[config.mk]
export PLATFORM = sky130hd
export DESIGN_NAME = bootload_port
export DESIGN_NICKNAME = d
export VERILOG_FILES = /design/src/rtl/bootload_pkg.sv /design/src/rtl/bootload_ctrl.sv /design/src/rtl/bootload_ptr.sv /design/src/rtl/bootload_sig.sv /design/src/rtl/bootload_port.sv
export SDC_FILE = /design/constraint.sdc
export NUM_CORES = 1
export LEC_CHECK = 0
export ABC_AREA = 0
export BUFFER_PORTS_ARGS = -buffer_cell sky130_fd_sc_hd__buf_4
export CAP_MARGIN = 30
export CORE_MARGIN = 4
export CORE_UTILIZATION = 46
export CTS_CLUSTER_DIAMETER = 100
export CTS_CLUSTER_SIZE = 12
export DETAILED_ROUTE_END_ITERATION = 8
export GPL_TIMING_DRIVEN = 0
export PLACE_DENSITY = 0.75
export REMOVE_ABC_BUFFERS = 1
export SYNTH_ARGS = -nofsm -noshare
export SYNTH_HDL_FRONTEND = slang
export SYNTH_HIERARCHICAL = 1
export SYNTH_SLANG_ARGS = --single-unit
[constraint.sdc]
create_clock -name clk_i -period 1.45 [get_ports clk_i]
set_input_delay 0.2175 -clock clk_i [delete_from_list [all_inputs] [get_ports clk_i]]
set_output_delay 0.2175 -clock clk_i [all_outputs]
set_load 0.02 [all_outputs]
[src/rtl/bootload_pkg.sv]
package bootload_pkg;
  localparam int unsigned PORT_AW  = 6;
  localparam int unsigned BYTE_W   = 8;
  localparam int unsigned SIG_W    = 16;
  localparam logic [SIG_W-1:0] SIG_SEED = 16'hFFFF;
  localparam logic [SIG_W-1:0] SIG_POLY = 16'h1021;
  localparam logic [PORT_AW-1:0] CTRL_ADDR = '1;

  typedef struct packed {
    logic run_ram;
    logic boot;
  } ctrl_t;

  function automatic logic [SIG_W-1:0] sig_fold(input logic [SIG_W-1:0] s,
                                                input logic [BYTE_W-1:0] b);
    logic [SIG_W-1:0] r;
    logic fb;
    r = s;
    for (int i = BYTE_W - 1; i >= 0; i--) begin
      fb = r[SIG_W-1] ^ b[i];
      r  = {r[SIG_W-2:0], 1'b0} ^ (fb ? SIG_POLY : '0);
    end
    return r;
  endfunction

  function automatic logic [BYTE_W-1:0] ctrl_byte(input ctrl_t c);
    return {4'b0000, c.run_ram, c.boot, 2'b00};
  endfunction
endpackage

[src/rtl/bootload_ctrl.sv]
module bootload_ctrl
  import bootload_pkg::*;
(
  input  logic              clk_i,
  input  logic              rst_ni,
  input  logic              we_i,
  input  logic [BYTE_W-1:0] wdata_i,
  output ctrl_t             ctrl_o
);
  ctrl_t ctrl_q;

  // reserved bits 1:0 and 7:4 are not stored
  always_ff @(posedge clk_i or negedge rst_ni) begin
    if (!rst_ni) begin
      ctrl_q <= '0;
    end else if (we_i) begin
      ctrl_q.run_ram <= wdata_i[3];
      ctrl_q.boot    <= wdata_i[2];
    end
  end

  assign ctrl_o = ctrl_q;
endmodule

[src/rtl/bootload_ptr.sv]
module bootload_ptr #(
  parameter int unsigned RAM_DEPTH = 64,
  localparam int unsigned PTR_W    = $clog2(RAM_DEPTH)
) (
  input  logic             clk_i,
  input  logic             rst_ni,
  input  logic             clear_i,
  input  logic             step_i,
  output logic [PTR_W-1:0] ptr_o
);
  localparam logic [PTR_W-1:0] LAST = PTR_W'(RAM_DEPTH - 1);
  localparam bit POW2 = ((RAM_DEPTH & (RAM_DEPTH - 1)) == 0);

  logic [PTR_W-1:0] ptr_q;
  logic [PTR_W-1:0] ptr_inc;

  generate
    if (POW2) begin : g_natural_wrap
      assign ptr_inc = ptr_q + 1'b1;
    end else begin : g_compare_wrap
      assign ptr_inc = (ptr_q == LAST) ? '0 : ptr_q + 1'b1;
    end
  endgenerate

  always_ff @(posedge clk_i or negedge rst_ni) begin
    if (!rst_ni)      ptr_q <= '0;
    else if (clear_i) ptr_q <= '0;
    else if (step_i)  ptr_q <= ptr_inc;
  end

  assign ptr_o = ptr_q;
endmodule

[src/rtl/bootload_sig.sv]
module bootload_sig
  import bootload_pkg::*;
(
  input  logic              clk_i,
  input  logic              rst_ni,
  input  logic              reseed_i,
  input  logic              load_i,
  input  logic [BYTE_W-1:0] byte_i,
  output logic [SIG_W-1:0]  sig_o
);
  logic [SIG_W-1:0] sig_q;

  always_ff @(posedge clk_i or negedge rst_ni) begin
    if (!rst_ni)       sig_q <= SIG_SEED;
    else if (reseed_i) sig_q <= SIG_SEED;
    else if (load_i)   sig_q <= sig_fold(sig_q, byte_i);
  end

  assign sig_o = sig_q;
endmodule

[src/rtl/bootload_port.sv]
module bootload_port
  import bootload_pkg::*;
#(
  parameter int unsigned RAM_DEPTH = 64,
  localparam int unsigned PTR_W    = $clog2(RAM_DEPTH)
) (
  input  logic               clk_i,
  input  logic               rst_ni,
  input  logic               wr_i,
  input  logic               rd_i,
  input  logic [PORT_AW-1:0] addr_i,
  input  logic [BYTE_W-1:0]  wdata_i,
  output logic [BYTE_W-1:0]  rdata_o,
  output logic               ram_we_o,
  output logic [PTR_W-1:0]   ram_addr_o,
  output logic [BYTE_W-1:0]  ram_wdata_o,
  output logic               dreg_we_o,
  output logic               dreg_re_o,
  output logic [PORT_AW-1:0] dreg_addr_o,
  output logic [BYTE_W-1:0]  dreg_wdata_o,
  input  logic [BYTE_W-1:0]  dreg_rdata_i,
  output logic               run_from_ram_o,
  output logic               boot_mode_o
);
  ctrl_t             ctrl;
  logic              ctrl_hit;
  logic              ctrl_we;
  logic              load_we;
  logic [SIG_W-1:0]  sig_q;
  logic [PTR_W-1:0]  ptr;
  logic [BYTE_W-1:0] rd_mux;
  logic [BYTE_W-1:0] rdata_q;

  assign ctrl_hit = (addr_i == CTRL_ADDR);
  assign ctrl_we  = wr_i & ctrl_hit;
  assign load_we  = wr_i & ctrl.boot & ~ctrl_hit;

  bootload_ctrl u_ctrl (
    .clk_i   (clk_i),
    .rst_ni  (rst_ni),
    .we_i    (ctrl_we),
    .wdata_i (wdata_i),
    .ctrl_o  (ctrl)
  );

  bootload_ptr #(.RAM_DEPTH(RAM_DEPTH)) u_ptr (
    .clk_i   (clk_i),
    .rst_ni  (rst_ni),
    .clear_i (~ctrl.boot),
    .step_i  (load_we),
    .ptr_o   (ptr)
  );

  bootload_sig u_sig (
    .clk_i    (clk_i),
    .rst_ni   (rst_ni),
    .reseed_i (~ctrl.boot),
    .load_i   (load_we),
    .byte_i   (wdata_i),
    .sig_o    (sig_q)
  );

  // bootload reads decode only the top address bit
  always_comb begin
    if (ctrl.boot)
      rd_mux = addr_i[PORT_AW-1] ? ctrl_byte(ctrl) : sig_q[BYTE_W-1:0];
    else
      rd_mux = ctrl_hit ? ctrl_byte(ctrl) : dreg_rdata_i;
  end

  always_ff @(posedge clk_i or negedge rst_ni) begin
    if (!rst_ni)   rdata_q <= '0;
    else if (rd_i) rdata_q <= rd_mux;
  end

  assign rdata_o        = rdata_q;
  assign ram_we_o       = load_we;
  assign ram_addr_o     = ptr;
  assign ram_wdata_o    = wdata_i;
  assign dreg_we_o      = wr_i & ~ctrl.boot;
  assign dreg_re_o      = rd_i & ~ctrl.boot;
  assign dreg_addr_o    = addr_i;
  assign dreg_wdata_o   = wdata_i;
  assign run_from_ram_o = ctrl.run_ram;
  assign boot_mode_o    = ctrl.boot;
endmodule

==> results of run 1 <==
==> metrics by stage <==
stage | TNS, ps | instance area [sq um] | cells | hold slack, ps | utilization (%)
floorplan | -9330 | 1850 | 157 | -78.1 | -
global placement | -15890 | 2410 | 273 | 183 | 58.1
detailed placement | -16260 | 2410 | 273 | 185 | 58.1
CTS | 0 | 2570 | 287 | 199 | 62.0
global route | -33.9 | 2610 | 289 | 200 | 63.0
finish | 0 | 2610 | 289 | 204 | 63.0
==> power by group through the flow <==
| stage | combinational (W) | clock, W | sequential (W) |
|---|---|---|---|
| floorplan | 0.000299 | 0 | 0.00103 |
| global placement | 0.000631 | 0 | 0.000998 |
| detailed placement | 0.000639 | 0 | 0.00100 |
| CTS | 0.000677 | 0.000720 | 0.000983 |
| global route | 0.000734 | 0.000766 | 0.000989 |
| finish | 0.000678 | 0.000698 | 0.000984 |
==> repair_timing <==
item                                   in CTS  in global routing
pin swaps                                   2                  3
hold buffers                                1                  0
buffers inserted                            4                  2
endpoints found under the hold margin      16                  0
gates cloned                                1                  0
resized for setup                           6                  4
setup endpoints to repair                  30                  7
==> final timing paths <==
kind | slack, ps | cells past startpoint | to
min | 200 | 3 | rdata_o[3]
max | 7 | 3 | u_sig/sig_o[12]
max in group asynchronous | 720 | 2 | u_sig/sig_o[9]
min in group asynchronous | 410 | 2 | u_ctrl/ctrl_o[1]
max reg2reg | 7 | 3 | u_sig/sig_o[12]
min reg2reg | 540 | 2 | rdata_o[0]
==> layer usage <==
metal / part of all wire (%) / up-vias
met5: 0 / -
met4: 1.8 / 0
met3: 6.4 / 7
met2: 47 / 46
met1: 45 / 687
li1: - / 732
==> state kept, by name (all words and copies together), names as in the netlist <==
name           flops
u_ctrl/ctrl_o      2
rdata_o            8
u_sig/sig_o       16
u_ptr/ptr_o        6
==> synthesized netlist by cell type (2+ instances only) <==
cell type  count  area share, %
a211o_1        8            3.4
a21oi_1        9            2.2
a31oi_1        7            2.1
buf_2          2           0.49
buf_4         22            8.1
clkbuf_1       4           0.74
dfrtp_1       16             20
dfstp_2       16             21
inv_1          2           0.37
mux2_2         3            1.7
nand2_1        9            1.7
nor2_1        16            2.9
nor2b_1        9            2.8
nor3_1         4           0.98
o211ai_1       7            2.6
o21ai_0        2           0.49
o21ai_1        5            1.2
xnor2_1       11            4.7
xnor2_2        2            1.6
xnor3_1        8            8.8
xor2_1         5            2.1
xor2_2         2            1.6
==> area by class of cell <==
| cell class | count | area [sq um] |
|---|---|---|
| fill | 367 | 1540 |
| multi-input combinational | 123 | 1070 |
| sequential | 32 | 822 |
| timing repair buffer | 73 | 551 |
| clock buffer | 8 | 90.1 |
| tap | 50 | 62.6 |
| inverter | 3 | 16.3 |
==> worst reg2reg max path: stages (launching register included) <==
cell and delay, ps:
dfstp_2 590, xor2_4 220, xnor3_1 420, o21ai_1 130
==> kinds of logic after synthesis <==
family,after synthesis,share of synthesized area (%)
AOI/OAI and AO/OA,41,13.6
buffers and inverters,31,9.88
and+or+nand+nor,46,12.1
adders and majority gates,1,0.613
muxes,4,2.15
DFF,32,40.2
xor gates and xnor gates,30,21.4
==> flow_summary_export.csv, run 1 <==
group,metric,value,unit
pwr,p_int,0.00166,W
global_routing,grt_use_met1,22.3,%
final_layout,num_antenna_cells,0,
timing,post-route-period-util,99.5,%
synth,syn_avg_cell_area,11.0,sq um
clock_tree,h-tree-depth,2,
clock_tree,cts_buffer_depth,2,
drt,drc_errors,0,
timing,setup_violations,0,
clock_tree,cts_tree,"yes",
timing,fin_crit,1440,ps
worst_setup_path,crit_chain,"xor2_4 > xnor3_1 > o21ai_1",
synth,synth_area,2040,sq um
pwr,swShare,29.4,%
job,maxCapViolCount,0,
worst_setup_path,cp.required,1660,ps
synth,yosysWarnings,6,
pwr,power_density,905,nW/um^2
synth,ys_seq_area_share,40.2,%
hold_path,hold_start,"dreg_rdata_i[3]",
timing,grt_setup_unrepaired,"true",
floorplanning,ios,67,
global_routing,grt_pass1_vias,1422,
timing,fmax,693,MHz
synth,synth_seq_cells,32,
drt,routed-via-count,1472,
floorplanning,die_h,74.6,microns
worst_setup_path,rr_startpoint,"u_sig/sig_o[12]",
pwr,power,0.00236,W
pwr,combPwrFrac,28.7,%
global_routing,antenna_found_initial,0,
placed_design,post-place-ws,-845,ps
final_layout,final_cell_mix,"72 x buf_4, 16 x nor2_1, 16 x dfstp_2",
drt,drt_pre_antenna_iters,4,
global_routing,overflow,0,
worst_setup_path,cp_max_fo,3,
worst_setup_path,path_buf_inv,0,
final_layout,final_nets,265,
global_routing,grt_usage,16.6,%
synth,synth_async_sr_flop_share,100,%
synth,netlist_instances,185,
worst_setup_path,critical_path_arrival,1650,ps
drt,routed_wl,4350,microns
floorplanning,rows,23,
placed_design,hpwlAfterDp,3030,microns
synth,synth_cell_types,38,
pwr,p_sw,0.000695,W
global_routing,use_met3,3.92,%
timing,clock_skew,4.27,ps
final_layout,drive_gt1_share,49.0,%
worst_setup_path,cp-end-kind,"flip-flop",
worst_setup_path,worst_setup_path_start_kind,"flip-flop",
clock_tree,cts_inserted_buffers,5,
timing,worst_slack,6.72,ps
timing,finalMaxSlewViolations,0,
worst_setup_path,cp-startpoint,"u_sig/sig_o[12]",
placed_design,gp_congestion,0.733,
final_layout,layout.cells.most_common,"buf_4",
final_layout,syn_to_final_growth,27.9,%
timing,tightest_slew,398,ps
clock_tree,cts_root_buffer,"clkbuf_8",
worst_setup_path,path_delay_family,"XOR/XNOR gates",
global_routing,grt-busiest-layer,"met2",
worst_setup_path,critPathMaxStageDelay,590,ps
floorplanning,start_util,49.2,%
pwr,leakagePower,1.18,nW
worst_setup_path,critPathKind,"reg2reg",
outcome,status,"finished clean",
drt,drt_iter0_markers,103,
drt,via_per_inst,5.09,
floorplanning,die-width,74.6,microns
worst_setup_path,cpMaxStageDelayCell,"dfstp_2",
drt,detail-route-antenna-nets,0,
synth,synth_edf_count,0,
timing,slew_headroom,73.4,%
global_routing,met2_usage,25.6,%
placed_design,numPortBuffers,66,
global_routing,grt_start_max_net_pins,33,
hold_path,hold_class,"in2reg",
pwr,seq_power_share,41.7,%
synth,ys.flop_type,"dfstp_2",
floorplanning,die_area,5560,sq um
pwr,irDropWorstVdd,614,uV
clock_tree,clk_latency,280,ps
pwr,p_clk_share,29.6,%
drt,avgRoutedWirePerCell,15.0,microns
floorplanning,core_area,4140,sq um
timing,hold_viol_final,0,
clock_tree,clkTransAtPathRegs,70,ps
clock_tree,cts.sinks,32,
global_routing,grt_pass1_wl,6980,microns
Power figures use the tool's default switching activity.
==> run 2, diff against run 1 <==
--- a/config.mk
+++ b/config.mk
@@ -6,6 +6,7 @@
 export NUM_CORES = 1
 export LEC_CHECK = 0
 export ABC_AREA = 0
+export ABC_CLOCK_PERIOD_IN_PS = 1450
 export BUFFER_PORTS_ARGS = -buffer_cell sky130_fd_sc_hd__buf_4
 export CAP_MARGIN = 30
 export CORE_MARGIN = 4
@@ -16,6 +17,7 @@
 export GPL_TIMING_DRIVEN = 0
 export PLACE_DENSITY = 0.75
 export REMOVE_ABC_BUFFERS = 1
+export SETUP_SLACK_MARGIN = 0.05
 export SYNTH_ARGS = -nofsm -noshare
 export SYNTH_HDL_FRONTEND = slang
 export SYNTH_HIERARCHICAL = 1
==> run 2 against run 1 <==
Count of clock-buffer cells in the layout unchanged. Via count rose by 1.6%. Setup slack improved by 3.4 ps. Largest cell class unchanged. Sequential power barely moved. Combinational power up 3.8%. Global-route usage increased by 0.17 points. Utilization increased by 1.6 points. Flip-flop and latch count unchanged. Largest power group unchanged. Non-clock buffer count is 3 higher. Clock power down 1%. Critical path depth unchanged. Highest routed layer unchanged. Die area stayed put.
==> flow_summary_export.csv, run 2 (synthesis results as in run 1) <==
group,metric,value,unit
outcome,status,"finished clean",
clock_tree,cts_root_buffer,"clkbuf_8",
clock_tree,clk_latency,280,ps
global_routing,grt_usage,16.7,%
placed_design,gp_congestion,0.733,
final_layout,drive_gt1_share,50.8,%
worst_setup_path,r2r_slack,10,ps
final_layout,stdcell_area,2680,sq um
global_routing,grt_start_max_net_pins,33,
floorplanning,ios,67,
job,maxCapViolCount,0,
hold_path,hold_start,"dreg_rdata_i[3]",
timing,clock_skew,0.686,ps
placed_design,hpwlAfterDp,3030,microns
timing,finalMaxSlewViolations,0,
floorplanning,core_area,4140,sq um
final_layout,fill_cells,351,
hold_path,hold_path_depth,3,
global_routing,antenna_found_initial,0,
placed_design,place_area,2410,sq um
worst_setup_path,cp-startpoint,"u_sig/sig_o[12]",
worst_setup_path,critical_path_arrival,1650,ps
clock_tree,clkTransAtPathRegs,60,ps
worst_setup_path,critPathKind,"reg2reg",
final_layout,largest_reg_flops,16,
floorplanning,die-width,74.6,microns
clock_tree,cts_inserted_buffers,5,
worst_setup_path,rr_startpoint,"u_sig/sig_o[12]",
drt,routed_wl,4410,microns
clock_tree,h-tree-depth,2,
worst_setup_path,reg2reg_to,"u_sig/sig_o[12]",
pwr,irDropWorstVdd,613,uV
placed_design,place_inst,273,
drt,routed-via-count,1495,
floorplanning,start_util,49.2,%
worst_setup_path,cp_max_fo,3,
final_layout,final_cells,292,
timing,tightest_slew,397,ps
final_layout,syn_to_final_growth,31.2,%
worst_setup_path,ff2ff_path_depth,3,
clock_tree,cts_tree,"yes",
floorplanning,rows,23,
worst_setup_path,worst_setup_path_start_kind,"flip-flop",
drt,drc_errors,0,
timing,setup_violations,0,
hold_path,hold_class,"in2reg",
global_routing,grt_pass1_wl,7060,microns
final_layout,layout.cells.most_common,"buf_4",
hold_path,worstHoldEndpoint,"rdata_o[3]",
timing,fmax,694,MHz
worst_setup_path,cp.required,1660,ps
timing,post-route-period-util,99.3,%
floorplanning,die_h,74.6,microns
pwr,leakagePower,1.21,nW
final_layout,final_nets,268,
final_layout,num_antenna_cells,0,
clock_tree,cts_buffer_depth,2,
pwr,power_density,890,nW/um^2
worst_setup_path,cp-end-kind,"flip-flop",
floorplanning,die_area,5560,sq um
final_layout,final_cell_mix,"73 x buf_4, 16 x dfstp_2, 15 x nor2_1, 15 x dfrtp_1",
clock_tree,cts.sinks,32,
timing,grt_setup_unrepaired,"true",
drt,detail-route-antenna-nets,0,
drt,drt_pre_antenna_iters,4,
drt,avgRoutedWirePerCell,15.1,microns
timing,hold_viol_final,0,
timing,slew_headroom,73.4,%
global_routing,overflow,0,
timing,fin_crit,1440,ps
drt,drt_iter0_markers,96,
drt,via_per_inst,5.12,
global_routing,grt_pass1_vias,1441,
placed_design,numPortBuffers,66,
==> run 2: repair_timing <==
item                                    in CTS  in global routing
cloned                                       1                  0
pin swaps                                    4                  3
hold buffers                                 1                  0
setup buffers                                6                  3
endpoints found under the setup margin      30                  9
resized for setup                            7                 10
endpoints found under the hold margin       16                  0
==> run 2: report_power, final <==
group / internal [W] / switching [W] / leakage (nW) / total [W]
registers: 0.000948 / 0.0000375 / 0.367 / 0.000985
clock network: 0.000386 / 0.000304 / 0.0455 / 0.000691
logic: 0.000346 / 0.000358 / 0.793 / 0.000704
total: 0.00168 / 0.000700 / 1.21 / 0.00238
==> run 2: area by class of cell <==
type / count / area [sq um] / area share, %
Clock buffer: 8 / 90.1 / 3.37
Inverter: 3 / 17.5 / 0.655
Multi-Input combinational cell: 123 / 1090 / 40.9
Sequential cell: 32 / 822 / 30.7
Tap cell: 50 / 62.6 / 2.34
Timing Repair Buffer: 76 / 589 / 22.0
==> run 2: per-layer routing <==
metal | vias to the layer above | wire length [microns] | global-route usage (%)
met1 | 700 | 1950 | 22.4
met5 | - | 0 | 0
met4 | 0 | 80 | 7.31
li1 | 741 | - | -
met2 | 45 | 2140 | 26.0
met3 | 9 | 252 | 3.92
==> run 2: worst max path at each step <==
| stage | slack (ps) | to |
|---|---|---|
| CTS | 20 | u_ptr/ptr_o[5] |
| finish | 10 | u_sig/sig_o[12] |
| floorplan | -600 | u_ptr/ptr_o[5] |
| detailed placement | -850 | u_sig/sig_o[7] |
| global route | -4 | u_sig/sig_o[12] |
| global placement | -860 | u_sig/sig_o[6] |
==> run 2: worst max-delay path, cell delays in order, from the launching register on <==
cell and delay (ps):
dfstp_2 580, xor2_4 230, xnor3_1 430, o21ai_1 140
==> run 2: metrics by stage <==
step / utilization (%) / hold slack (ps) / worst slack, ps / total power (W) / TNS [ps]
floorplan: - / -78.1 / -595 / 0.00133 / -9330
global placement: 58.1 / 183 / -856 / 0.00163 / -15890
detailed placement: 58.1 / 185 / -845 / 0.00164 / -16260
CTS: 62.5 / 199 / 15.7 / 0.00239 / 0
global route: 64.6 / 201 / -4.16 / 0.00252 / -4.16
finish: 64.6 / 209 / 10.1 / 0.00238 / 0
==> run 3, diff against run 2 <==
--- a/config.mk
+++ b/config.mk
@@ -14,7 +14,6 @@
 export CTS_CLUSTER_DIAMETER = 100
 export CTS_CLUSTER_SIZE = 12
 export DETAILED_ROUTE_END_ITERATION = 8
-export GPL_TIMING_DRIVEN = 0
 export PLACE_DENSITY = 0.75
 export REMOVE_ABC_BUFFERS = 1
 export SETUP_SLACK_MARGIN = 0.05
==> run 3 against run 2 <==
Register-to-register slack gained 40 ps. Maximum frequency rose by 3.1%. Clock skew increased by 6.5 ps. Largest power group unchanged. First-iteration DRC count fell by 17%. Hold slack worse by 9.1 ps. Critical path depth unchanged. Critical endpoint is now u_sig/sig_o[5]. Sequential share of layout area fell by 0.94 points. Cell count increased by 3.8%. Sequential power is 0.5% lower. Highest routed layer unchanged.
==> flow_summary_export.csv, run 3 (synthesis results as in run 1) <==
group,metric,value,unit
floorplanning,die_h,74.6,microns
timing,fmax,716,MHz
clock_tree,cts_inserted_buffers,5,
clock_tree,cts_buffer_depth,2,
placed_design,hpwlAfterDp,3290,microns
final_layout,syn_to_final_growth,35.1,%
final_layout,layout.cells.most_common,"buf_4",
final_layout,num_antenna_cells,0,
clock_tree,clk_latency,280,ps
drt,routed_wl,4480,microns
timing,tightest_slew,411,ps
timing,post-route-period-util,96.3,%
floorplanning,ios,67,
pwr,leakagePower,1.27,nW
floorplanning,die_area,5560,sq um
clock_tree,cts.sinks,32,
pwr,swShare,28.2,%
drt,routed-via-count,1556,
floorplanning,die-width,74.6,microns
global_routing,overflow,0,
pwr,power,0.00255,W
timing,tns,0,ps
worst_setup_path,cp-end-kind,"flip-flop",
worst_setup_path,cp.required,1670,ps
clock_tree,cts_tree,"yes",
final_layout,final_cell_mix,"85 x buf_4, 16 x nor2_1, 16 x dfrtp_1, 16 x dfstp_2, 9 x nand2_1",
worst_setup_path,path_buf_inv,0,
final_layout,largest_reg_flops,16,
worst_setup_path,worst_setup_path_start_kind,"flip-flop",
floorplanning,start_util,49.2,%
timing,clock_skew,7.14,ps
worst_setup_path,path_delay_family,"XOR/XNOR gates",
global_routing,antenna_found_initial,0,
global_routing,grt_usage,17.4,%
timing,finalMaxSlewViolations,0,
pwr,power_density,927,nW/um^2
drt,detail-route-antenna-nets,0,
pwr,p_sw,0.000721,W
floorplanning,rows,23,
floorplanning,core_area,4140,sq um
clock_tree,h-tree-depth,2,
worst_setup_path,critical_path_arrival,1620,ps
worst_setup_path,critPathKind,"reg2reg",
drt,avgRoutedWirePerCell,14.8,microns
drt,drt_iter0_markers,80,
drt,drc_errors,0,
pwr,seq_power_share,38.4,%
pwr,p_int,0.00183,W
clock_tree,cts_root_buffer,"clkbuf_8",
pwr,p_clk_share,32.7,%
drt,drt_pre_antenna_iters,4,
placed_design,numPortBuffers,66,
pwr,irDropWorstVdd,568,uV
hold_path,hold_class,"in2reg",
timing,hold_viol_final,0,
timing,slew_headroom,72.6,%
final_layout,drive_gt1_share,52.6,%
worst_setup_path,crit_chain,"xnor2_4 > xnor3_1 > a21oi_2",
final_layout,final_nets,279,
clock_tree,clkTransAtPathRegs,70,ps
outcome,status,"finished clean",
worst_setup_path,cp_max_fo,5,
timing,fin_crit,1400,ps
timing,grt_setup_unrepaired,"true",
pwr,combPwrFrac,29.0,%
final_layout,finish.utilization,66.5,%
final_layout,fill_cells,345,
timing,setup_violations,0,
global_routing,grt_pass1_vias,1551,
global_routing,grt_start_max_net_pins,33,
job,maxCapViolCount,0,
global_routing,grt_pass1_wl,7230,microns
worst_setup_path,cpMaxStageDelayCell,"dfstp_2",
timing,hold_slack,200,ps
worst_setup_path,critPathMaxStageDelay,580,ps
drt,via_per_inst,5.14,
placed_design,gp_congestion,0.747,
run 3: power groups by stage:
stage | combinational, W | clock, W | sequential (W)
after floorplan | 0.000299 | 0 | 0.00103
after detailed placement | 0.000697 | 0 | 0.000993
final | 0.000740 | 0.000835 | 0.000980
after global routing | 0.000798 | 0.000917 | 0.000984
after CTS | 0.000714 | 0.000858 | 0.000979
after global placement | 0.000694 | 0 | 0.000990
run 3: tightest hold or removal path: stages:
cell and delay [ps]:
buf_4 70, o211ai_1 80, o211ai_2 70
run 3: through the flow:
stage / worst slack, ps / area (sq um) / cells
floorplan: -595 / 1850 / 157
global placement: -65.1 / 2520 / 286
detailed placement: -143 / 2520 / 286
CTS: 33.5 / 2670 / 296
global route: -2.05 / 2760 / 303
finish: 53.8 / 2760 / 303
run 3: worst paths after layout:
kind	startpoint	endpoint	slack, ps	cells after the start
worst max-delay path	u_sig/sig_o[13]	u_sig/sig_o[5]	50	3
worst min-delay path	dreg_rdata_i[3]	rdata_o[3]	200	3
worst max register to register	u_sig/sig_o[13]	u_sig/sig_o[5]	50	3
worst min register to register	u_sig/sig_o[1]	rdata_o[1]	550	2
max in group asynchronous	rst_ni	u_sig/sig_o[6]	700	2
min in group asynchronous	rst_ni	u_ptr/ptr_o[1]	410	2
run 3: timing repair:
item | CTS | global route
hold buffers | 1 | 0
endpoints found under the setup margin | 4 | 8
pin swaps | 3 | 7
gates resized for setup | 5 | 6
endpoints found under the hold margin | 16 | 0
setup buffers | 1 | 7
run 3: area by class of cell:
| cell class | count | area [sq um] | share of cell area [%] |
|---|---|---|---|
| multi-input combinational | 122 | 1070 | 39.0 |
| sequential | 32 | 821 | 29.8 |
| timing repair buffer | 88 | 679 | 24.7 |
| clock buffer | 6 | 72.6 | 2.63 |
| tap | 50 | 62.6 | 2.27 |
| clock inverter | 2 | 35.0 | 1.27 |
| inverter | 3 | 11.3 | 0.409 |
run 3: metal layers:
metal | global-route usage [%] | wire length (microns) | vias up
li1 | - | - | 761
met1 | 21.1 | 1860 | 745
met2 | 28.4 | 2260 | 44
met3 | 5.95 | 300 | 6
met4 | 7.11 | 62 | 0
met5 | 0 | 0 | -
